## src/rtl/fls_pkg.sv

```systemverilog
package fls_pkg;

    typedef enum logic [1:0] {
        OP_NONE  = 2'd0,
        OP_LOAD  = 2'd1,
        OP_STEP  = 2'd2,
        OP_STEPN = 2'd3
    } cmd_op_e;

    typedef enum logic [1:0] {
        DR_IDLE = 2'd0,
        DR_WAIT = 2'd1,
        DR_HDR  = 2'd2,
        DR_IMG  = 2'd3
    } drain_st_e;

endpackage

```

## src/rtl/fls_cmd.sv

```systemverilog
module fls_cmd #(
    parameter int NUM_LOADS  = 3,
    parameter int MAX_FRAMES = 5,
    parameter int ARG_W      = 8,
    parameter int CNT_W      = 3
) (
    input  logic             clk,
    input  logic             rst_n,
    input  logic             cmd_valid,
    input  logic [1:0]       cmd_op,
    input  logic [ARG_W-1:0] cmd_arg,
    input  logic             busy,
    output logic             arm,
    output logic [CNT_W-1:0] arm_count,
    output logic             err
);
    import fls_pkg::*;

    typedef struct packed {
        logic [NUM_LOADS-1:0] loaded;
        logic                 err;
    } cmd_state_t;

    cmd_state_t cur_q, nxt_d;
    logic       all_loaded;
    logic       count_ok;

    always_comb begin
        nxt_d      = cur_q;
        nxt_d.err  = 1'b0;
        arm        = 1'b0;
        arm_count  = '0;
        all_loaded = &cur_q.loaded;
        count_ok   = (cmd_arg != '0) && (cmd_arg <= ARG_W'(MAX_FRAMES));
        if (cmd_valid) begin
            case (cmd_op_e'(cmd_op))
                OP_LOAD: begin
                    if (cmd_arg < ARG_W'(NUM_LOADS)) begin
                        for (int i = 0; i < NUM_LOADS; i++) begin
                            if (cmd_arg == ARG_W'(i)) nxt_d.loaded[i] = 1'b1;
                        end
                    end else begin
                        nxt_d.err = 1'b1;
                    end
                end
                OP_STEP: begin
                    if (all_loaded && !busy) begin
                        arm       = 1'b1;
                        arm_count = CNT_W'(1);
                    end else begin
                        nxt_d.err = 1'b1;
                    end
                end
                OP_STEPN: begin
                    if (all_loaded && !busy && count_ok) begin
                        arm       = 1'b1;
                        arm_count = CNT_W'(cmd_arg);
                    end else begin
                        nxt_d.err = 1'b1;
                    end
                end
                default: ;
            endcase
        end
    end

    always_ff @(posedge clk or negedge rst_n) begin
        if (!rst_n) cur_q <= '0;
        else        cur_q <= nxt_d;
    end

    assign err = cur_q.err;

    AST_EARLY_STEP_REJECTED: assert property (@(posedge clk) disable iff (!rst_n)
        (cmd_valid && cmd_op == 2'd2 && !(&cur_q.loaded)) |=> err);

    AST_ARM_AFTER_LOADS: assert property (@(posedge clk) disable iff (!rst_n)
        arm |-> (&cur_q.loaded && !busy));

endmodule

```

## src/rtl/fls_ts_ring.sv

```systemverilog
module fls_ts_ring #(
    parameter int DEPTH = 5,
    parameter int TS_W  = 32
) (
    input  logic            clk,
    input  logic            rst_n,
    input  logic            push,
    input  logic            pop,
    output logic [TS_W-1:0] now,
    output logic [TS_W-1:0] head,
    output logic            head_valid
);
    localparam int PTR_W = (DEPTH > 1) ? $clog2(DEPTH) : 1;
    localparam int OCC_W = $clog2(DEPTH + 1);

    typedef struct packed {
        logic [TS_W-1:0]  now;
        logic [PTR_W-1:0] wr;
        logic [PTR_W-1:0] rd;
        logic [OCC_W-1:0] occ;
    } ring_state_t;

    ring_state_t     cur_q, nxt_d;
    logic            accept;
    logic            take;
    logic [TS_W-1:0] slot_view [DEPTH];

    function automatic logic [PTR_W-1:0] wrap_inc(input logic [PTR_W-1:0] p);
        return (p == PTR_W'(DEPTH - 1)) ? '0 : p + PTR_W'(1);
    endfunction

    always_comb begin
        nxt_d     = cur_q;
        nxt_d.now = cur_q.now + TS_W'(1);
        accept    = push && (cur_q.occ != OCC_W'(DEPTH));
        take      = pop && (cur_q.occ != '0);
        if (accept) nxt_d.wr = wrap_inc(cur_q.wr);
        if (take)   nxt_d.rd = wrap_inc(cur_q.rd);
        case ({accept, take})
            2'b10:   nxt_d.occ = cur_q.occ + OCC_W'(1);
            2'b01:   nxt_d.occ = cur_q.occ - OCC_W'(1);
            default: nxt_d.occ = cur_q.occ;
        endcase
    end

    always_ff @(posedge clk or negedge rst_n) begin
        if (!rst_n) cur_q <= '0;
        else        cur_q <= nxt_d;
    end

    for (genvar g = 0; g < DEPTH; g++) begin : g_slot
        logic [TS_W-1:0] slot_d, slot_q;
        always_comb slot_d = (accept && cur_q.wr == PTR_W'(g)) ? cur_q.now : slot_q;
        always_ff @(posedge clk or negedge rst_n) begin
            if (!rst_n) slot_q <= '0;
            else        slot_q <= slot_d;
        end
        assign slot_view[g] = slot_q;
    end

    assign now        = cur_q.now;
    assign head       = slot_view[cur_q.rd];
    assign head_valid = (cur_q.occ != '0);

    AST_STAMP_BOUND: assert property (@(posedge clk) disable iff (!rst_n)
        cur_q.occ <= OCC_W'(DEPTH));

    AST_NO_POP_WHEN_EMPTY: assert property (@(posedge clk) disable iff (!rst_n)
        pop |-> cur_q.occ != '0);

endmodule

```

## src/rtl/fls_drain.sv

```systemverilog
module fls_drain #(
    parameter int NUM_POL   = 4,
    parameter int HDR_WORDS = 4,
    parameter int IMG_WORDS = 16,
    parameter int TS_W      = 32,
    parameter int CNT_W     = 3
) (
    input  logic               clk,
    input  logic               rst_n,
    input  logic               arm,
    input  logic [CNT_W-1:0]   arm_count,
    input  logic [NUM_POL-1:0] pol_en,
    input  logic [TS_W-1:0]    lat,
    input  logic [TS_W-1:0]    now,
    input  logic [TS_W-1:0]    head,
    input  logic               head_valid,
    input  logic [NUM_POL-1:0] hdr_empty,
    input  logic [NUM_POL-1:0] img_empty,
    output logic [NUM_POL-1:0] hdr_rd,
    output logic [NUM_POL-1:0] img_rd,
    output logic               pop,
    output logic               run,
    output logic               done
);
    import fls_pkg::*;

    localparam int POL_W  = (NUM_POL > 1) ? $clog2(NUM_POL) : 1;
    localparam int MAXW   = (HDR_WORDS > IMG_WORDS) ? HDR_WORDS : IMG_WORDS;
    localparam int WORD_W = $clog2(MAXW + 1);

    typedef struct packed {
        drain_st_e          st;
        logic [POL_W-1:0]   pol;
        logic [WORD_W-1:0]  word;
        logic [CNT_W-1:0]   left;
        logic [NUM_POL-1:0] mask;
        logic               run;
        logic               done;
    } drain_state_t;

    drain_state_t    cur_q, nxt_d;
    logic [TS_W-1:0] elapsed;
    logic            eligible;
    logic            strobe;
    logic [POL_W:0]  pick;

    function automatic logic [POL_W:0] next_pol(input logic [NUM_POL-1:0] m, input int from);
        logic [POL_W:0] res;
        res = '0;
        for (int i = NUM_POL - 1; i >= 0; i--) begin
            if (i >= from && m[i]) res = {1'b1, POL_W'(i)};
        end
        return res;
    endfunction

    always_comb begin
        elapsed  = now - head;
        eligible = head_valid && (elapsed > lat);
        hdr_rd   = '0;
        img_rd   = '0;
        if (cur_q.st == DR_HDR && !hdr_empty[cur_q.pol]) hdr_rd[cur_q.pol] = 1'b1;
        if (cur_q.st == DR_IMG && !img_empty[cur_q.pol]) img_rd[cur_q.pol] = 1'b1;
        strobe = (|hdr_rd) || (|img_rd);
    end

    always_comb begin
        nxt_d      = cur_q;
        nxt_d.done = 1'b0;
        pop        = 1'b0;
        pick       = '0;
        case (cur_q.st)
            DR_IDLE: begin
                if (arm) begin
                    nxt_d.run  = 1'b1;
                    nxt_d.left = arm_count;
                    nxt_d.st   = DR_WAIT;
                end
            end
            DR_WAIT: begin
                if (eligible) begin
                    nxt_d.mask = pol_en;
                    pick       = next_pol(pol_en, 0);
                    if (pick[POL_W]) begin
                        nxt_d.st   = DR_HDR;
                        nxt_d.pol  = pick[POL_W-1:0];
                        nxt_d.word = '0;
                    end else begin
                        pop = 1'b1;
                    end
                end
            end
            DR_HDR: begin
                if (strobe) begin
                    if (cur_q.word == WORD_W'(HDR_WORDS - 1)) begin
                        nxt_d.word = '0;
                        nxt_d.st   = DR_IMG;
                    end else begin
                        nxt_d.word = cur_q.word + WORD_W'(1);
                    end
                end
            end
            DR_IMG: begin
                if (strobe) begin
                    if (cur_q.word == WORD_W'(IMG_WORDS - 1)) begin
                        nxt_d.word = '0;
                        pick       = next_pol(cur_q.mask, int'(cur_q.pol) + 1);
                        if (pick[POL_W]) begin
                            nxt_d.st  = DR_HDR;
                            nxt_d.pol = pick[POL_W-1:0];
                        end else begin
                            pop = 1'b1;
                        end
                    end else begin
                        nxt_d.word = cur_q.word + WORD_W'(1);
                    end
                end
            end
            default: nxt_d.st = DR_IDLE;
        endcase
        if (pop) begin
            if (cur_q.left == CNT_W'(1)) begin
                nxt_d.left = '0;
                nxt_d.run  = 1'b0;
                nxt_d.done = 1'b1;
                nxt_d.st   = DR_IDLE;
            end else begin
                nxt_d.left = cur_q.left - CNT_W'(1);
                nxt_d.st   = DR_WAIT;
            end
        end
    end

    always_ff @(posedge clk or negedge rst_n) begin
        if (!rst_n) begin
            cur_q    <= '0;
            cur_q.st <= DR_IDLE;
        end else begin
            cur_q <= nxt_d;
        end
    end

    assign run  = cur_q.run;
    assign done = cur_q.done;

    AST_SILENT_WHEN_STOPPED: assert property (@(posedge clk) disable iff (!rst_n)
        !cur_q.run |-> (hdr_rd == '0 && img_rd == '0));

    AST_RELEASE_AFTER_LATENCY: assert property (@(posedge clk) disable iff (!rst_n)
        (cur_q.st == DR_HDR && $past(cur_q.st) == DR_WAIT) |-> $past(elapsed > lat));

    AST_ONE_STROBE: assert property (@(posedge clk) disable iff (!rst_n)
        $onehot0({hdr_rd, img_rd}));

    AST_STROBE_ENABLED_ONLY: assert property (@(posedge clk) disable iff (!rst_n)
        ((hdr_rd | img_rd) & ~cur_q.mask) == '0);

    AST_HOLD_ON_EMPTY: assert property (@(posedge clk) disable iff (!rst_n)
        (cur_q.st == DR_HDR && hdr_empty[cur_q.pol])
        |=> (cur_q.st == DR_HDR && $stable(cur_q.pol) && $stable(cur_q.word)));

    AST_DONE_SINGLE: assert property (@(posedge clk) disable iff (!rst_n)
        done |=> !done);

    AST_DONE_STOPS_RUN: assert property (@(posedge clk) disable iff (!rst_n)
        done |-> !run);

endmodule

```

## src/rtl/frame_latency_sched.sv

```systemverilog
module frame_latency_sched #(
    parameter int TS_W       = 32,
    parameter int NUM_POL    = 4,
    parameter int HDR_WORDS  = 4,
    parameter int IMG_WORDS  = 16,
    parameter int RING_DEPTH = 5,
    parameter int NUM_LOADS  = 3,
    parameter int ARG_W      = 8
) (
    input  logic               clk,
    input  logic               rst_n,
    input  logic               cmd_valid,
    input  logic [1:0]         cmd_op,
    input  logic [ARG_W-1:0]   cmd_arg,
    input  logic [TS_W-1:0]    lat_cycles,
    input  logic [NUM_POL-1:0] pol_en,
    input  logic               last_pulse,
    input  logic [NUM_POL-1:0] hdr_empty,
    input  logic [NUM_POL-1:0] img_empty,
    output logic [NUM_POL-1:0] hdr_rd,
    output logic [NUM_POL-1:0] img_rd,
    output logic               run,
    output logic               done,
    output logic               cmd_err
);
    localparam int CNT_W = $clog2(RING_DEPTH + 1);

    logic             arm;
    logic [CNT_W-1:0] arm_count;
    logic             pop;
    logic [TS_W-1:0]  now;
    logic [TS_W-1:0]  head;
    logic             head_valid;

    fls_cmd #(
        .NUM_LOADS (NUM_LOADS),
        .MAX_FRAMES(RING_DEPTH),
        .ARG_W     (ARG_W),
        .CNT_W     (CNT_W)
    ) u_cmd (
        .clk      (clk),
        .rst_n    (rst_n),
        .cmd_valid(cmd_valid),
        .cmd_op   (cmd_op),
        .cmd_arg  (cmd_arg),
        .busy     (run),
        .arm      (arm),
        .arm_count(arm_count),
        .err      (cmd_err)
    );

    fls_ts_ring #(
        .DEPTH(RING_DEPTH),
        .TS_W (TS_W)
    ) u_ring (
        .clk       (clk),
        .rst_n     (rst_n),
        .push      (last_pulse),
        .pop       (pop),
        .now       (now),
        .head      (head),
        .head_valid(head_valid)
    );

    fls_drain #(
        .NUM_POL  (NUM_POL),
        .HDR_WORDS(HDR_WORDS),
        .IMG_WORDS(IMG_WORDS),
        .TS_W     (TS_W),
        .CNT_W    (CNT_W)
    ) u_drain (
        .clk       (clk),
        .rst_n     (rst_n),
        .arm       (arm),
        .arm_count (arm_count),
        .pol_en    (pol_en),
        .lat       (lat_cycles),
        .now       (now),
        .head      (head),
        .head_valid(head_valid),
        .hdr_empty (hdr_empty),
        .img_empty (img_empty),
        .hdr_rd    (hdr_rd),
        .img_rd    (img_rd),
        .pop       (pop),
        .run       (run),
        .done      (done)
    );

endmodule

```

## config.mk

```make
export PLATFORM = sky130hd
export DESIGN_NAME = frame_latency_sched
export DESIGN_NICKNAME = d
export VERILOG_FILES = /design/src/rtl/fls_pkg.sv /design/src/rtl/fls_cmd.sv /design/src/rtl/fls_ts_ring.sv /design/src/rtl/fls_drain.sv /design/src/rtl/frame_latency_sched.sv
export SDC_FILE = /design/constraint.sdc
export NUM_CORES = 1
export LEC_CHECK = 0
export BUFFER_PORTS_ARGS = -buffer_cell sky130_fd_sc_hd__buf_2
export CAP_MARGIN = 0
export CORE_MARGIN = 2
export CORE_UTILIZATION = 45
export DETAILED_ROUTE_END_ITERATION = 7
export GPL_ROUTABILITY_DRIVEN = 0
export SLEW_MARGIN = 20
export SYNTH_ARGS = -nofsm -noshare
export SYNTH_HDL_FRONTEND = slang
export SYNTH_SLANG_ARGS = --single-unit
```

## constraint.sdc

```tcl
create_clock -name clk -period 14.45 [get_ports clk]
set_clock_uncertainty 0.2 [all_clocks]
set_input_delay 4.335 -clock clk [delete_from_list [all_inputs] [get_ports clk]]
set_output_delay 4.335 -clock clk [all_outputs]
set_load 0.02 [all_outputs]
```

Word-level counts from Yosys, hierarchy flattened
Cells that the tools add are included.
- memory bits (writable): 0
- input port bits: 58
- bits in latches: 0
- word-level logic and storage cells: 186
- bits in registers: 223
- memory bits (read-only): 0
- memories: 0
- divide/modulo/power cells: 0
- add/subtract/negate cells: 9
- eq/ne operators: 33
- reduce and logical (&&, ||, !) cells: 43
- bitwise logic cells: 1
- multipliers: 0
- shift-type cells: 0
- multiplexer cells: 70
- order comparisons: 10
- operators by type and width (kind ; number):
    $bmux W32 S3 ; 1
    $ge A3 B32 Y1 const A ; 2
    $mux W32 ; 2
    $mux W3 ; 21
    $add A32 B1 Y32 const B ; 1
    $ge A1 B32 Y1 const A ; 1
    $ge A2 B32 Y1 const A ; 1
    $gt A32 B32 Y1 ; 1
    $sub A32 B32 Y32 ; 1
    $mux W9 ; 3
    $mux W1 ; 19
    $logic_and A1 B1 Y1 ; 18
    $mux W4 ; 4
    $mux W5 ; 3
    $ne A3 B3 Y1 const B ; 5
    $pmux W5 S3 ; 1
    $mux W2 ; 6
    $ne A3 B2 Y1 const B ; 4
    $pmux W3 S2 ; 2
    $reduce_and A4 Y1 ; 3
    $eq A2 B2 Y1 const B ; 5
    $add A3 B1 Y3 const B ; 3
    $eq A8 B1 Y1 const B ; 1
    $eq A8 B2 Y1 const B ; 1
    other kinds (37) ; 57

Logic depth before layout (Yosys ltp)
- depth after elaboration: 17
- gate-level depth with buffers: 33
- mapped depth without buffers: 30

Modules after synthesis
From an unflattened synthesis, not the netlist that was laid out.
- cell total of the unflattened synthesis: 1242
- area, all modules: 13342.8 µm²
- modules (own cells, without submodules) (module ; area an instance (µm²) ; times used ; cells each):
    fls_ts_ring ; 9409.0 ; 1 ; 711
    fls_drain ; 3649.8 ; 1 ; 501
    fls_cmd ; 284.0 ; 1 ; 30

Least setup slack after synthesis
No wires, ideal clock.
- path kind: input port to output port
- from: input img_empty[3]
- to: output img_rd[0]
- path buffers: 0
- cell stages on the path: 3
- arrival time: 5.071 ns
- slack: 4.844 ns
- required time: 9.915 ns
- cell sequence: a31oi_1 o21ai_0 nor3_1
- word-level cells in the longest chain between the ends: 5
- ends and longest elaborated chain (item ; RTL line ; RTL):
    start, declared ; frame_latency_sched.sv:19 ; input logic [NUM_POL-1:0] img_empty,
    $bmux W1 S2 ; fls_drain.sv:62 ; if (cur_q.st == DR_IMG && !img_empty[cur_q.pol]) img_rd[cur_q.pol] = 1'b1;
    $mux W1 (not written as such) ; fls_drain.sv:62 ;
    $logic_not A1 Y1 ; fls_drain.sv:62 ;
    $logic_and A1 B1 Y1 ; fls_drain.sv:62 ;
    $mux W4 ; fls_drain.sv:62 ;
    end, declared ; frame_latency_sched.sv:21 ; output logic [NUM_POL-1:0] img_rd,
No other way between the ends. The select of a mux whose other input is x is not followed.

Worst setup path after layout
Ends and elaborated chain as after synthesis.

==> metrics.csv <==
metric,value,unit
run status,finished clean,
io pins,69,
cts bufs inserted,26,
CP Class,input pin to output pin,
setup TNS,0,ns
Syn-to-layout area delta,11.7,%
critical path startpoint,img_empty[3],
Synth Warn #,0,
worst endpoint required time,9.91,ns
final-report max-slew violation count,0,
leakage,7.02,nW
via count,8971,
# diodes,0,
R2R setup slack,6.04,ns
CTS tree,yes,
wire length per cell,17.6,µm
largest net degree at the start of global routing,90,
library cells used by synthesis,66,
vias in the first global route,8879,
Final #Nets,1381,
Post-CTS Setup Bufs,0,
crit-path max FO,3,
Hold WC Path Type,flop to flop,
Setup crit start kind,input pin,
Starting Density,0.458,
Post-CTS Hold Fix Bufs,0,
DRT Pass-1 Iters,5,
pin slew with the least headroom to its limit,1.12,ns
CTS resizes,0,
fraction of layout cells with a size suffix above 1,0.242,
crit end category,output pin,
PortBufs,68,
initial antenna violation count,0,
synthesized cell area,0.0128,mm²
mean post-synth cell area,10.6,µm²
core area,0.0279,mm²
final hold violation count,0,
Synth async-reset ratio,1.00,
die span in y,172,µm
Clock Latency Late Sink,0.53,ns
Max-cap violations,0,
most frequent cells in the layout,"220 x dfrtp_1, 160 x mux2_2, 78 x ha_1",
total gr overflow,0,
Residual DRC,0,
Tcrit/Tclk final,0.665,
r2r endpoint,u_ring.cur_q[2],
floorplan row count,61,
Synth Net Count,1337,
Num Clock Sinks,222,
Mapped Cells,1199,
number of flops mapped to enable cells by yosys,0,
RSZ-0062 raised after global routing,no,
# H-tree levels,1,
final setup fails,0,
filler cell count in the final layout,2523,
width of the die,172,µm
Total Power,2.41,mW
die area,0.0297,mm²
fin util,0.512,
sequential area share after synthesis,0.435,
DP HPWL,18500,µm
root buf cell,clkbuf_16,
total length of routed wires,28800,µm
first-pass GRT wire length,47200,µm
crit path capture,img_rd[0],
Pwr Density,169,mW/mm²
fmax,104,MHz
R2R cell count,30,
"commonest non-fill, non-tap cell in the layout",dfrtp_1,
worst vdd ir,0.0759,mV
clock slew at reported path FFs,0.06,ns
Seq cells post-synth,222,
Arrival @ worst endpoint,5.07,ns
Synth Flop Type,dfrtp_1,
reg2reg start,u_ring.cur_q[3],
Relative slew margins,0.253,
clk buf depth,3,
Via-to-Cell Ratio,5.48,
"antenna viol nets, final",0,
gr usage total,0.202,
Tmin final,9.61,ns
number of DRC markers in iteration 0,501,
-- kinds of logic (layout without fill, tap and decap cells) --
kind of cell	count (synthesis)	count (layout)	synth area share
buf+inv	131	192	0.0393
compound gates	225	225	0.113
mux	226	226	0.196
flops	222	222	0.435
xor+xnor	62	62	0.0425
simple gates	253	253	0.0943
fa+ha+maj	80	80	0.0796
-- flip-flops by register name (all words and copies together), names as in the netlist, named ones only --
signal                cells
u_ring.g_slot.slot_q    160
u_ring.now               32
u_drain.cur_q            14
u_ring.cur_q              9
u_cmd.cur_q               3
u_cmd.err                 1
u_drain.done              1
u_drain.run               1
-- synth_stat cells (all sizes together), types with 2 or more instances --
cell type,n,share of area
a22oi,5,0.0033
o21ai,65,0.026
nand3,20,0.0078
buf,26,0.0082
a211o,3,0.0021
xor2,16,0.011
o21a,6,0.0035
and3,13,0.0064
mux2i,63,0.049
a21o,25,0.015
o31ai,2,0.0012
a22o,2,0.0014
o2bb2ai,2,0.0014
a31oi,10,0.0073
and4,5,0.0034
nor2,71,0.021
mux2,160,0.14
nor4,7,0.0034
or3,3,0.0015
ha,78,0.076
a31o,5,0.0034
a211oi,7,0.0053
nand2,78,0.023
or2,4,0.0020
and2,2,0.00098
nand2b,5,0.0025
nor3b,2,0.0012
nor3,11,0.0043
o2111ai,2,0.0014
nand4,17,0.0083
mux4,3,0.0053
o311ai,3,0.0032
a2111oi,2,0.0019
nor2b,9,0.0044
o311a,2,0.0016
xnor2,46,0.032
clkbuf,37,0.011
fa,2,0.0031
a21oi,73,0.029
o21bai,3,0.0018
dfrtp,222,0.44
inv,67,0.020
-- how the worst min path moves through the flow --
| stage | end | cells after the start | slack, ns | startpoint |
|---|---|---|---|---|
| detailed placement | u_cmd.cur_q[3] | 1 | 0.26 | u_cmd.cur_q[3] |
| CTS | u_cmd.cur_q[3] | 1 | 0.27 | u_cmd.cur_q[3] |
| global placement | u_cmd.cur_q[3] | 1 | 0.25 | u_cmd.cur_q[3] |
| floorplan | u_cmd.cur_q[3] | 1 | 0.24 | u_cmd.cur_q[3] |
| global route | u_cmd.cur_q[3] | 1 | 0.29 | u_cmd.cur_q[3] |
| finish | u_cmd.cur_q[3] | 1 | 0.27 | u_cmd.cur_q[3] |
-- through the flow --
| stage | cell area (µm²) | cells | setup WS [ns] | hold WS (ns) |
|---|---|---|---|---|
| after CTS | 14300 | 1638 | 4.83 | 0.274 |
| after floorplan | 12800 | 1199 | 4.84 | 0.241 |
| final | 14300 | 1638 | 4.84 | 0.271 |
| after global routing | 14300 | 1638 | 4.76 | 0.291 |
| after global placement | 13400 | 1593 | 4.85 | 0.252 |
| after detailed placement | 13400 | 1593 | 4.83 | 0.259 |
-- worst max-delay path: stages --
cell and delay (ns):
buf_2 0.10, a31oi_1 0.14, o21ai_0 0.15, nor3_1 0.15, buf_2 0.19
-- power breakdown --
group,switching [mW],leakage [nW],internal (mW)
logic,0.556,3.66,0.459
clock network,0.251,0.395,0.379
registers,0.0741,2.97,0.690
total,0.881,7.02,1.53
-- layer usage --
layer	global-route usage	wire length, µm	up-vias
met4	0.0519	618	0
met3	0.0233	810	41
li1	-	-	4344
met1	0.282	14000	4456
met2	0.334	13400	130
met5	0	0	-
-- final cells by class --
cell class	count	area (µm²)	share of cell area
Inverter	68	255	0.0179
Clock inverter	4	47.5	0.00333
Multi-Input combinational cell	846	6720	0.472
Sequential cell	222	5560	0.390
Timing Repair Buffer	79	433	0.0304
Clock buffer	41	768	0.0539
Tap cell	378	473	0.0332
(Power assumes the default switching activity.)
